==> src/rtl/memap_pkg.sv <==
package memap_pkg;

  localparam int APNUM_W = 8;
  localparam int BANK_W  = 4;
  localparam int SEL_W   = 2;
  localparam int OFS_W   = BANK_W + SEL_W + 2;

  localparam logic [OFS_W-1:0] OFS_CSW = 8'h00;
  localparam logic [OFS_W-1:0] OFS_TAR = 8'h04;
  localparam logic [OFS_W-1:0] OFS_DRW = 8'h0C;
  localparam logic [OFS_W-1:0] OFS_IDR = 8'hFC;

  localparam int CSW_ERR_BIT = 0;
  localparam int CSW_EN_BIT  = 4;

  typedef enum logic {
    ST_IDLE = 1'b0,
    ST_XFER = 1'b1
  } xfer_state_e;

  typedef enum logic [2:0] {
    RS_NONE,
    RS_CSW,
    RS_TAR,
    RS_DRW,
    RS_IDR
  } reg_sel_e;

endpackage

==> src/rtl/memap_decode.sv <==
module memap_decode
  import memap_pkg::*;
#(
  parameter logic [APNUM_W-1:0] AP_NUM = '0
) (
  input  logic [APNUM_W-1:0] req_apnum,
  input  logic [BANK_W-1:0]  req_bank,
  input  logic [SEL_W-1:0]   req_sel,
  output logic               ap_hit,
  output reg_sel_e           sel
);

  logic [OFS_W-1:0] ofs;

  always_comb begin
    ofs    = {req_bank, req_sel, 2'b00};
    ap_hit = (req_apnum == AP_NUM);
    sel    = RS_NONE;
    if (ap_hit) begin
      case (ofs)
        OFS_CSW: sel = RS_CSW;
        OFS_TAR: sel = RS_TAR;
        OFS_DRW: sel = RS_DRW;
        OFS_IDR: sel = RS_IDR;
        default: sel = RS_NONE;
      endcase
    end
  end

endmodule

==> src/rtl/memap_regs.sv <==
module memap_regs
  import memap_pkg::*;
#(
  parameter int                ADDR_W   = 32,
  parameter int                DATA_W   = 32,
  parameter logic [DATA_W-1:0] ID_VALUE = '0
) (
  input  logic              clk,
  input  logic              rst_n,
  input  logic              wr_en,
  input  reg_sel_e          sel,
  input  logic [DATA_W-1:0] wdata,
  input  logic              err_set,
  output logic [ADDR_W-1:0] tar,
  output logic              xfer_en,
  output logic [DATA_W-1:0] rd_data
);

  logic [ADDR_W-1:0] tar_q, tar_d;
  logic              en_q, en_d;
  logic              err_q, err_d;
  logic              upd;

  always_comb begin
    tar_d = tar_q;
    en_d  = en_q;
    err_d = err_q;
    upd   = wr_en | err_set;
    if (wr_en) begin
      case (sel)
        RS_TAR: tar_d = wdata[ADDR_W-1:0];
        RS_CSW: begin
          en_d = wdata[CSW_EN_BIT];
          if (wdata[CSW_ERR_BIT]) err_d = 1'b0;
        end
        default: ;
      endcase
    end
    if (err_set) err_d = 1'b1;
  end

  always_ff @(posedge clk or negedge rst_n) begin
    if (!rst_n) begin
      tar_q <= '0;
      en_q  <= 1'b0;
      err_q <= 1'b0;
    end else if (upd) begin
      tar_q <= tar_d;
      en_q  <= en_d;
      err_q <= err_d;
    end
  end

  always_comb begin
    rd_data = '0;
    case (sel)
      RS_CSW: begin
        rd_data[CSW_EN_BIT]  = en_q;
        rd_data[CSW_ERR_BIT] = err_q;
      end
      RS_TAR:  rd_data = DATA_W'(tar_q);
      RS_IDR:  rd_data = ID_VALUE;
      default: rd_data = '0;
    endcase
  end

  assign tar     = tar_q;
  assign xfer_en = en_q;

endmodule

==> src/rtl/memap_bus_fsm.sv <==
module memap_bus_fsm
  import memap_pkg::*;
#(
  parameter int ADDR_W = 32,
  parameter int DATA_W = 32
) (
  input  logic              clk,
  input  logic              rst_n,
  input  logic              launch,
  input  logic              launch_we,
  input  logic [ADDR_W-1:0] launch_addr,
  input  logic [DATA_W-1:0] launch_wdata,
  output logic              bus_valid,
  output logic              bus_we,
  output logic [ADDR_W-1:0] bus_addr,
  output logic [DATA_W-1:0] bus_wdata,
  input  logic              bus_ready,
  input  logic [DATA_W-1:0] bus_rdata,
  input  logic              bus_err,
  output logic              busy,
  output logic              done,
  output logic              done_err,
  output logic [DATA_W-1:0] done_rdata
);

  xfer_state_e       state_q, state_d;
  logic [ADDR_W-1:0] addr_q;
  logic [DATA_W-1:0] wdata_q;
  logic              we_q;

  always_comb begin
    state_d = state_q;
    done    = 1'b0;
    case (state_q)
      ST_IDLE: if (launch) state_d = ST_XFER;
      ST_XFER: if (bus_ready) begin
        done    = 1'b1;
        state_d = ST_IDLE;
      end
      default: state_d = ST_IDLE;
    endcase
  end

  always_ff @(posedge clk or negedge rst_n) begin
    if (!rst_n) state_q <= ST_IDLE;
    else        state_q <= state_d;
  end

  always_ff @(posedge clk or negedge rst_n) begin
    if (!rst_n) begin
      addr_q  <= '0;
      wdata_q <= '0;
      we_q    <= 1'b0;
    end else if (launch) begin
      addr_q  <= launch_addr;
      wdata_q <= launch_wdata;
      we_q    <= launch_we;
    end
  end

  assign bus_valid  = (state_q == ST_XFER);
  assign busy       = (state_q != ST_IDLE);
  assign bus_we     = we_q;
  assign bus_addr   = addr_q;
  assign bus_wdata  = wdata_q;
  assign done_err   = bus_err;
  assign done_rdata = we_q ? '0 : bus_rdata;

endmodule

==> src/rtl/memap_bridge.sv <==
module memap_bridge
  import memap_pkg::*;
#(
  parameter int                 ADDR_W   = 32,
  parameter int                 DATA_W   = 32,
  parameter logic [APNUM_W-1:0] AP_NUM   = 8'h00,
  parameter logic [DATA_W-1:0]  ID_VALUE = 32'h1C57_0A01
) (
  input  logic              clk,
  input  logic              rst_n,
  input  logic              req_valid,
  input  logic [7:0]        req_apnum,
  input  logic [3:0]        req_bank,
  input  logic [1:0]        req_sel,
  input  logic              req_wr,
  input  logic [DATA_W-1:0] req_wdata,
  output logic              busy,
  output logic              rsp_done,
  output logic              rsp_error,
  output logic [DATA_W-1:0] rsp_rdata,
  output logic              bus_valid,
  output logic              bus_we,
  output logic [ADDR_W-1:0] bus_addr,
  output logic [DATA_W-1:0] bus_wdata,
  input  logic              bus_ready,
  input  logic [DATA_W-1:0] bus_rdata,
  input  logic              bus_err
);

  logic              ap_hit;
  reg_sel_e          sel;
  logic              accept;
  logic              launch;
  logic              drw_blocked;
  logic [ADDR_W-1:0] tar;
  logic              xfer_en;
  logic [DATA_W-1:0] reg_rdata;
  logic              fsm_done, fsm_err;
  logic [DATA_W-1:0] fsm_rdata;

  logic              done_q, done_d;
  logic              err_q, err_d;
  logic [DATA_W-1:0] rdata_q, rdata_d;

  memap_decode #(.AP_NUM(AP_NUM)) u_decode (
    .req_apnum (req_apnum),
    .req_bank  (req_bank),
    .req_sel   (req_sel),
    .ap_hit    (ap_hit),
    .sel       (sel)
  );

  assign accept      = req_valid & ~busy;
  assign launch      = accept & (sel == RS_DRW) & xfer_en;
  assign drw_blocked = (sel == RS_DRW) & ~xfer_en;

  memap_regs #(
    .ADDR_W   (ADDR_W),
    .DATA_W   (DATA_W),
    .ID_VALUE (ID_VALUE)
  ) u_regs (
    .clk     (clk),
    .rst_n   (rst_n),
    .wr_en   (accept & req_wr),
    .sel     (sel),
    .wdata   (req_wdata),
    .err_set (fsm_done & fsm_err),
    .tar     (tar),
    .xfer_en (xfer_en),
    .rd_data (reg_rdata)
  );

  memap_bus_fsm #(.ADDR_W(ADDR_W), .DATA_W(DATA_W)) u_fsm (
    .clk          (clk),
    .rst_n        (rst_n),
    .launch       (launch),
    .launch_we    (req_wr),
    .launch_addr  (tar),
    .launch_wdata (req_wdata),
    .bus_valid    (bus_valid),
    .bus_we       (bus_we),
    .bus_addr     (bus_addr),
    .bus_wdata    (bus_wdata),
    .bus_ready    (bus_ready),
    .bus_rdata    (bus_rdata),
    .bus_err      (bus_err),
    .busy         (busy),
    .done         (fsm_done),
    .done_err     (fsm_err),
    .done_rdata   (fsm_rdata)
  );

  always_comb begin
    done_d  = 1'b0;
    err_d   = 1'b0;
    rdata_d = '0;
    if (fsm_done) begin
      done_d  = 1'b1;
      err_d   = fsm_err;
      rdata_d = fsm_rdata;
    end else if (accept && !launch) begin
      done_d  = 1'b1;
      err_d   = drw_blocked;
      rdata_d = req_wr ? '0 : reg_rdata;
    end
  end

  always_ff @(posedge clk or negedge rst_n) begin
    if (!rst_n) begin
      done_q  <= 1'b0;
      err_q   <= 1'b0;
      rdata_q <= '0;
    end else begin
      done_q  <= done_d;
      err_q   <= err_d;
      rdata_q <= rdata_d;
    end
  end

  assign rsp_done  = done_q;
  assign rsp_error = err_q;
  assign rsp_rdata = rdata_q;

endmodule

==> config.mk <==
export PLATFORM = sky130hd
export DESIGN_NAME = memap_bridge
export DESIGN_NICKNAME = d
export VERILOG_FILES = /design/src/rtl/memap_pkg.sv /design/src/rtl/memap_decode.sv /design/src/rtl/memap_regs.sv /design/src/rtl/memap_bus_fsm.sv /design/src/rtl/memap_bridge.sv
export SDC_FILE = /design/constraint.sdc
export NUM_CORES = 1
export LEC_CHECK = 0
export CORE_AREA = 8 8 118 120
export DETAILED_ROUTE_END_ITERATION = 12
export DIE_AREA = 0 0 126 128
export PLACE_DENSITY = 0.83
export REMOVE_ABC_BUFFERS = 1
export SETUP_SLACK_MARGIN = 0.15
export SYNTH_ARGS = -nofsm -noshare
export SYNTH_HDL_FRONTEND = slang
export SYNTH_SLANG_ARGS = --single-unit
==> constraint.sdc <==
create_clock -name clk -period 3 [get_ports clk]
set_clock_uncertainty 0.15 [all_clocks]
set_input_delay 0.45 -clock clk [delete_from_list [all_inputs] [get_ports clk]]
set_output_delay 0.45 -clock clk [all_outputs]
set_load 0.005 [all_outputs]
# After elaboration in Yosys (flattened, before gate mapping)
# Cells that the tools add are included.
totals:
  reg_bits: 134
  in_bits: 84
  out_inout_bits: 101
  elab_cells: 59
op_classes:
  eq_ne: 7
  muxes: 23
  bitwise: 9
  n_reduce_logical: 10
ops:
  columns: ["op", "count"]
  rows:
  - ["32-bit 2-to-1 mux", 4]
  - ["27-bit one-hot mux with 2 select lines", 1]
  - ["1-bit 2-to-1 mux", 12]
  - ["3-bit one-hot mux with 4 select lines", 1]
  - ["8-bit logical NOT", 1]
  - ["1-bit AND", 6]
  - ["3-bit by 2-bit == test with 1-bit output, second input constant", 2]
  - ["6-bit by 1-bit == test with 1-bit output, second input constant", 1]
  - ["6-bit by 2-bit == test with 1-bit output, second input constant", 1]
  - ["6-bit == test, second input constant", 1]
  - ["6-bit logical NOT", 1]
  - ["3-bit 2-to-1 mux", 2]
  - ["3-bit AND reduction", 2]
  - ["2-bit nonzero test", 3]
  - ["1-bit one-hot mux with 2 select lines", 2]
  - ["4-bit AND reduction", 1]
  - ["3-bit by 1-bit == test with 1-bit output, second input constant", 1]
  - ["3-bit == test, second input constant", 1]
  - ["1-bit one-hot mux with 3 select lines", 1]
  - ["1-bit inverter", 2]
  - ["1-bit logical AND", 1]
  - ["1-bit logical NOT", 1]
  - ["1-bit bitwise OR", 1]

# Longest topological paths before layout
depth:
  word_depth: 10
  ltp_mapped: 7
  mapped_depth_nobuf: 4

# By module
# Synthesis repeated with hierarchy kept, for this count alone.
hier_totals:
  hier_cells: 478
  area_unflattened_um2: 6568.8
by_module_without_submodules:
  columns: ["module", "instances", "cells_each", "area_per_inst_um2", "seq_area_each_um2"]
  rows:
  - ["memap_bus_fsm", 1, 178, 2842.7, 1651.6]
  - ["memap_bridge", 1, 156, 1864.3, 850.8]
  - ["memap_regs", 1, 133, 1786.7, 850.8]
  - ["memap_decode", 1, 11, 75.1, 0.0]

# Least setup slack after synthesis
# Ideal clock, no wire load.
synth_timing:
  path_kind: "input-to-reg"
  start: "in req_apnum[5]"
  end: "reg u_fsm.addr_q[23], in the netlist u_fsm.bus_addr[23]"
  setup_ns: 0.125
  arrival_time_ns: 2.553
  required_ns: 2.725
  slack_ns: 0.172
  cell_stages: 6
  n_path_buf: 2
  cell_sequence: "or4_1 -> or4_4 -> or3b_4 -> buf_6 -> buf_6 -> mux2_4"
synth_via:
  elab_chain_len: 5
synth_rtl:
  columns: ["item", "line_no", "rtl"]
  rows:
  - ["start, declared", "memap_bridge.sv:12", "input logic [7:0] req_apnum,"]
  - ["8-bit logical NOT", "memap_decode.sv:17", "ap_hit = (req_apnum == AP_NUM);"]
  - ["3-bit 2-to-1 mux", "memap_decode.sv:19", "if (ap_hit) begin"]
  - ["3-bit by 2-bit == test with 1-bit output", "memap_bridge.sv:54", "assign launch = accept & (sel == RS_DRW) & xfer_en;"]
  - ["1-bit AND (2 in a row)", "memap_bridge.sv:54", null]
  - ["end signal, assigned", "memap_bus_fsm.sv:55", "addr_q <= launch_addr;"]
  - ["end, declared", "memap_bus_fsm.sv:27", "logic [ADDR_W-1:0] addr_q;"]
# Every way passes these cells.
# A chain may end at the register's enable or synchronous reset.

# Final worst setup path
layout_timing:
  start: "in req_apnum[6]"
  end: "reg u_regs.tar_q[28], in the netlist u_regs.tar[28]"
layout_via:
  elab_chain_len: 4
layout_rtl:
  columns: ["item", "line_no", "rtl"]
  rows:
  - ["8-bit logical NOT", "memap_decode.sv:17", null]
  - ["3-bit 2-to-1 mux", "memap_decode.sv:19", null]
  - ["3-bit by 2-bit == test with 1-bit output", "memap_regs.sv:30", "case (sel)"]
  - ["3-bit AND reduction (no line)", null, null]
  - ["end signal, assigned", "memap_regs.sv:48", "tar_q <= tar_d;"]
  - ["end, declared", "memap_regs.sv:19", "logic [ADDR_W-1:0] tar_q, tar_d;"]
# Every way passes these cells.

==> flow_metrics.py <==
metrics = {
    "synthesis": {
        "syn-cell-area_um2": 5340,
        "synth.ff_latch_count": 134,
        "ys_async_sr_fraction": 1.000,
        "synth_top_area_cell": "dfrtp_1",
        "synthCells": 349,
        "synth_ff_type": "dfrtp_1",
        "yosysSeqAreaShare": 0.6279,
        "yosys_warnings": 0,
        "netlist_top_cells_area": "dfrtp_1 63%, mux2_2 12%, mux2_4 11%",
        "yosysUniqueCellTypes": 31,
        "synth_edf_count": 0,
        "yosysTopAreaCellShare": 0.6279,
        "post_synth.cell_area_avg_um2": 15.30,
    },
    "power_and_ir_drop": {
        "seq_power_share": 0.460,
        "p_leak_nw": 3.904,
        "p_clk_frac": 0.491,
        "power_mw": 3.937,
        "p_switching_mw": 0.7854,
        "power.density_nw_per_um2": 477.8,
        "p_comb_frac": 0.049,
        "p_int_mw": 3.152,
        "ir_worst_vdd_mv": 0.2971,
        "p_sw_frac": 0.1995,
    },
    "detailed_routing": {
        "drtPass1Iterations": 4,
        "wl_per_cell_um": 20.64,
        "vias": 3794,
        "wl_mm": 14.94,
        "drt-initial-drc-count": 267,
        "detail_route.vias_per_cell": 5.240,
        "drc_errors": 0,
        "postRouteAntennaNets": 0,
    },
    "grt": {
        "grt_pass1_vias": 4236,
        "grt_max_degree": 72,
        "grt_usage": 0.1827,
        "antenna_found_initial": 0,
        "grt_pass1_wl_mm": 22.97,
        "overflow": 0,
    },
    "clock_tree": {
        "cts_sinks": 134,
        "cts_buffer_depth": 2,
        "cts.reportedPaths.clkPinSlew_ps": 50,
        "cts_inserted_buffers": 17,
        "clockRootBuffer": "clkbuf_16",
        "cts_tree": "yes",
        "htreeDepth": 4,
        "clkLatencyLatePin_ps": 410,
    },
    "finish": {
        "diodes": 0,
        "nNetsFinal": 645,
        "final_util": 0.6749,
        "final_cell_area_um2": 8240,
        "areaGrowthSynthToFinish_pct": 54.31,
        "drive_gt1_frac": 0.2787,
        "instances_no_fill": 724,
        "final_common_cell": "clkdlybuf4s50_1",
        "layout_common_cells": "179 x clkdlybuf4s50_1, 134 x dfrtp_1, 55 x mux2_4",
    },
    "worst_setup_path": {
        "endpoint_kind": "register",
        "timing.rr.start": "u_fsm.bus_valid$_DFF_PN0_",
        "startpoint_type": "primary input",
        "worstReg2RegEnd": "u_fsm.bus_wdata[21]$_DFFE_PN0P_",
        "endpoint": "u_regs.tar[28]$_DFFE_PN0P_",
        "critPathKind": "in2reg",
        "startpoint": "req_apnum[6]",
        "reg2reg_depth": 5,
        "cp.required_ps": 3140,
        "cp.arrival_ps": 2960,
        "cp_max_fo": 8,
        "r2r_slack_ps": 760,
    },
    "sta": {
        "rsz0062_at_grt": "false",
        "min_period_ps": 2823,
        "finalHoldViolCount": 0,
        "clock.fmax_ghz": 0.3543,
        "worst_pin_slew_ps": 492.8,
        "finalSetupViolCount": 0,
        "final.period_utilization": 0.9409,
        "relSlewSlack": 0.6684,
        "final_max_slew_viol_count": 0,
    },
    "min_path": {
        "hold_path.class": "reg2reg",
        "whs_path_depth": 1,
    },
    "die": {
        "start_util": 0.4374,
        "die_w_um": 126,
        "rows": 41,
        "io_pins": 185,
        "fp.coreArea_um2": 12210,
        "fp.dieArea_um2": 16130,
        "die_height_um": 128,
    },
    "placed_design": {
        "hpwl_mm": 10.34,
        "placed_area_um2": 7518,
        "numPortBuffers": 184,
        "gp_congestion": 0.7857,
        "dp_cells": 687,
    },
    "job": {
        "maxCapViolCount": 0,
    },
    "outcome": {
        "status": "complete, no violations",
    },
}
sequential cells by signal, indices dropped and copies added, names as in the netlist:
| register | count |
|---|---|
| u_fsm.bus_we | 1 |
| u_fsm.bus_addr | 32 |
| u_regs.err_q | 1 |
| rsp_done | 1 |
| u_fsm.bus_valid | 1 |
| u_regs.xfer_en | 1 |
| rsp_rdata | 32 |
| u_fsm.bus_wdata | 32 |
| rsp_error | 1 |
| u_regs.tar | 32 |
how the worst min path moves through the flow:
stage	from	to	slack [ps]
final	u_regs.xfer_en$_DFFE_PN0P_	rsp_error$_DFF_PN0_	340
after floorplan	rst_n	rsp_done$_DFF_PN0_	4
after global placement	rst_n	rsp_rdata[30]$_DFF_PN0_	230
after global routing	u_fsm.bus_addr[11]$_DFFE_PN0P_	u_fsm.bus_addr[11]$_DFFE_PN0P_	370
after CTS	u_regs.xfer_en$_DFFE_PN0P_	rsp_error$_DFF_PN0_	340
after detailed placement	rst_n	rsp_rdata[30]$_DFF_PN0_	240
cells in the mapped netlist (4+ instances only):
cell	n
dfrtp_1	134
a22oi_1	13
o21ai_0	15
a22o_1	20
nand2_1	16
buf_2	5
mux2_2	58
clkbuf_1	10
mux2_4	39
nor2_1	5
inv_1	4
buf_6	5
layer usage:
layer	global-route usage	vias up	routed length, µm
met3	0.08444	23	1465
met4	0.06016	0	208
li1	-	1689	-
met1	0.2035	1918	5865
met5	0	-	0
met2	0.3048	164	7400
critical path: stages:
cell             delay [ps]
clkdlybuf4s50_1         390
or4_4                   530
or4_4                   510
buf_6                   150
nor4_4                  260
buf_6                   180
buf_8                   160
mux2_2                  340
timing repair:
item                                    CTS  global route
endpoints found under the hold margin    26             0
gates resized for setup                   0            26
setup buffers                             0             1
endpoints found under the setup margin    0            32
hold buffers                              1             0
area by class of cell:
cell class / instances / area (µm²)
repair buffers: 214 / 2190
clock inverters: 3 / 40.04
well taps: 150 / 187.7
clock buffers: 29 / 510.5
multi-input cells: 190 / 1944
inverters: 4 / 15.01
fillers: 865 / 3969
flip-flops and latches: 134 / 3353
through the flow:
stage / TNS (ps) / worst slack (ps) / hold WS [ps]
finish: 0 / 177.4 / 336.7
global route: 0 / 142.1 / 374.3
floorplan: -35430 / -1068 / 4.409
detailed placement: -20340 / -251.6 / 245.0
CTS: 0 / 177.9 / 341.1
global placement: -17620 / -199.2 / 232.0
power by group through the flow:
stage	registers, mW	clock network (mW)	logic [mW]
floorplan	1.84	0	0.0125
global placement	1.84	0	0.186
detailed placement	1.84	0	0.190
CTS	1.81	1.96	0.193
global route	1.81	2.05	0.209
finish	1.81	1.93	0.192
kinds of logic after synthesis:
group,after synthesis,share of synthesized area
compound gates,52,0.07029
xor+xnor,1,0.001640
buf+inv,25,0.02648
flops,134,0.6279
mux,98,0.2341
simple gates,39,0.03960
(Power assumes the default switching activity.)
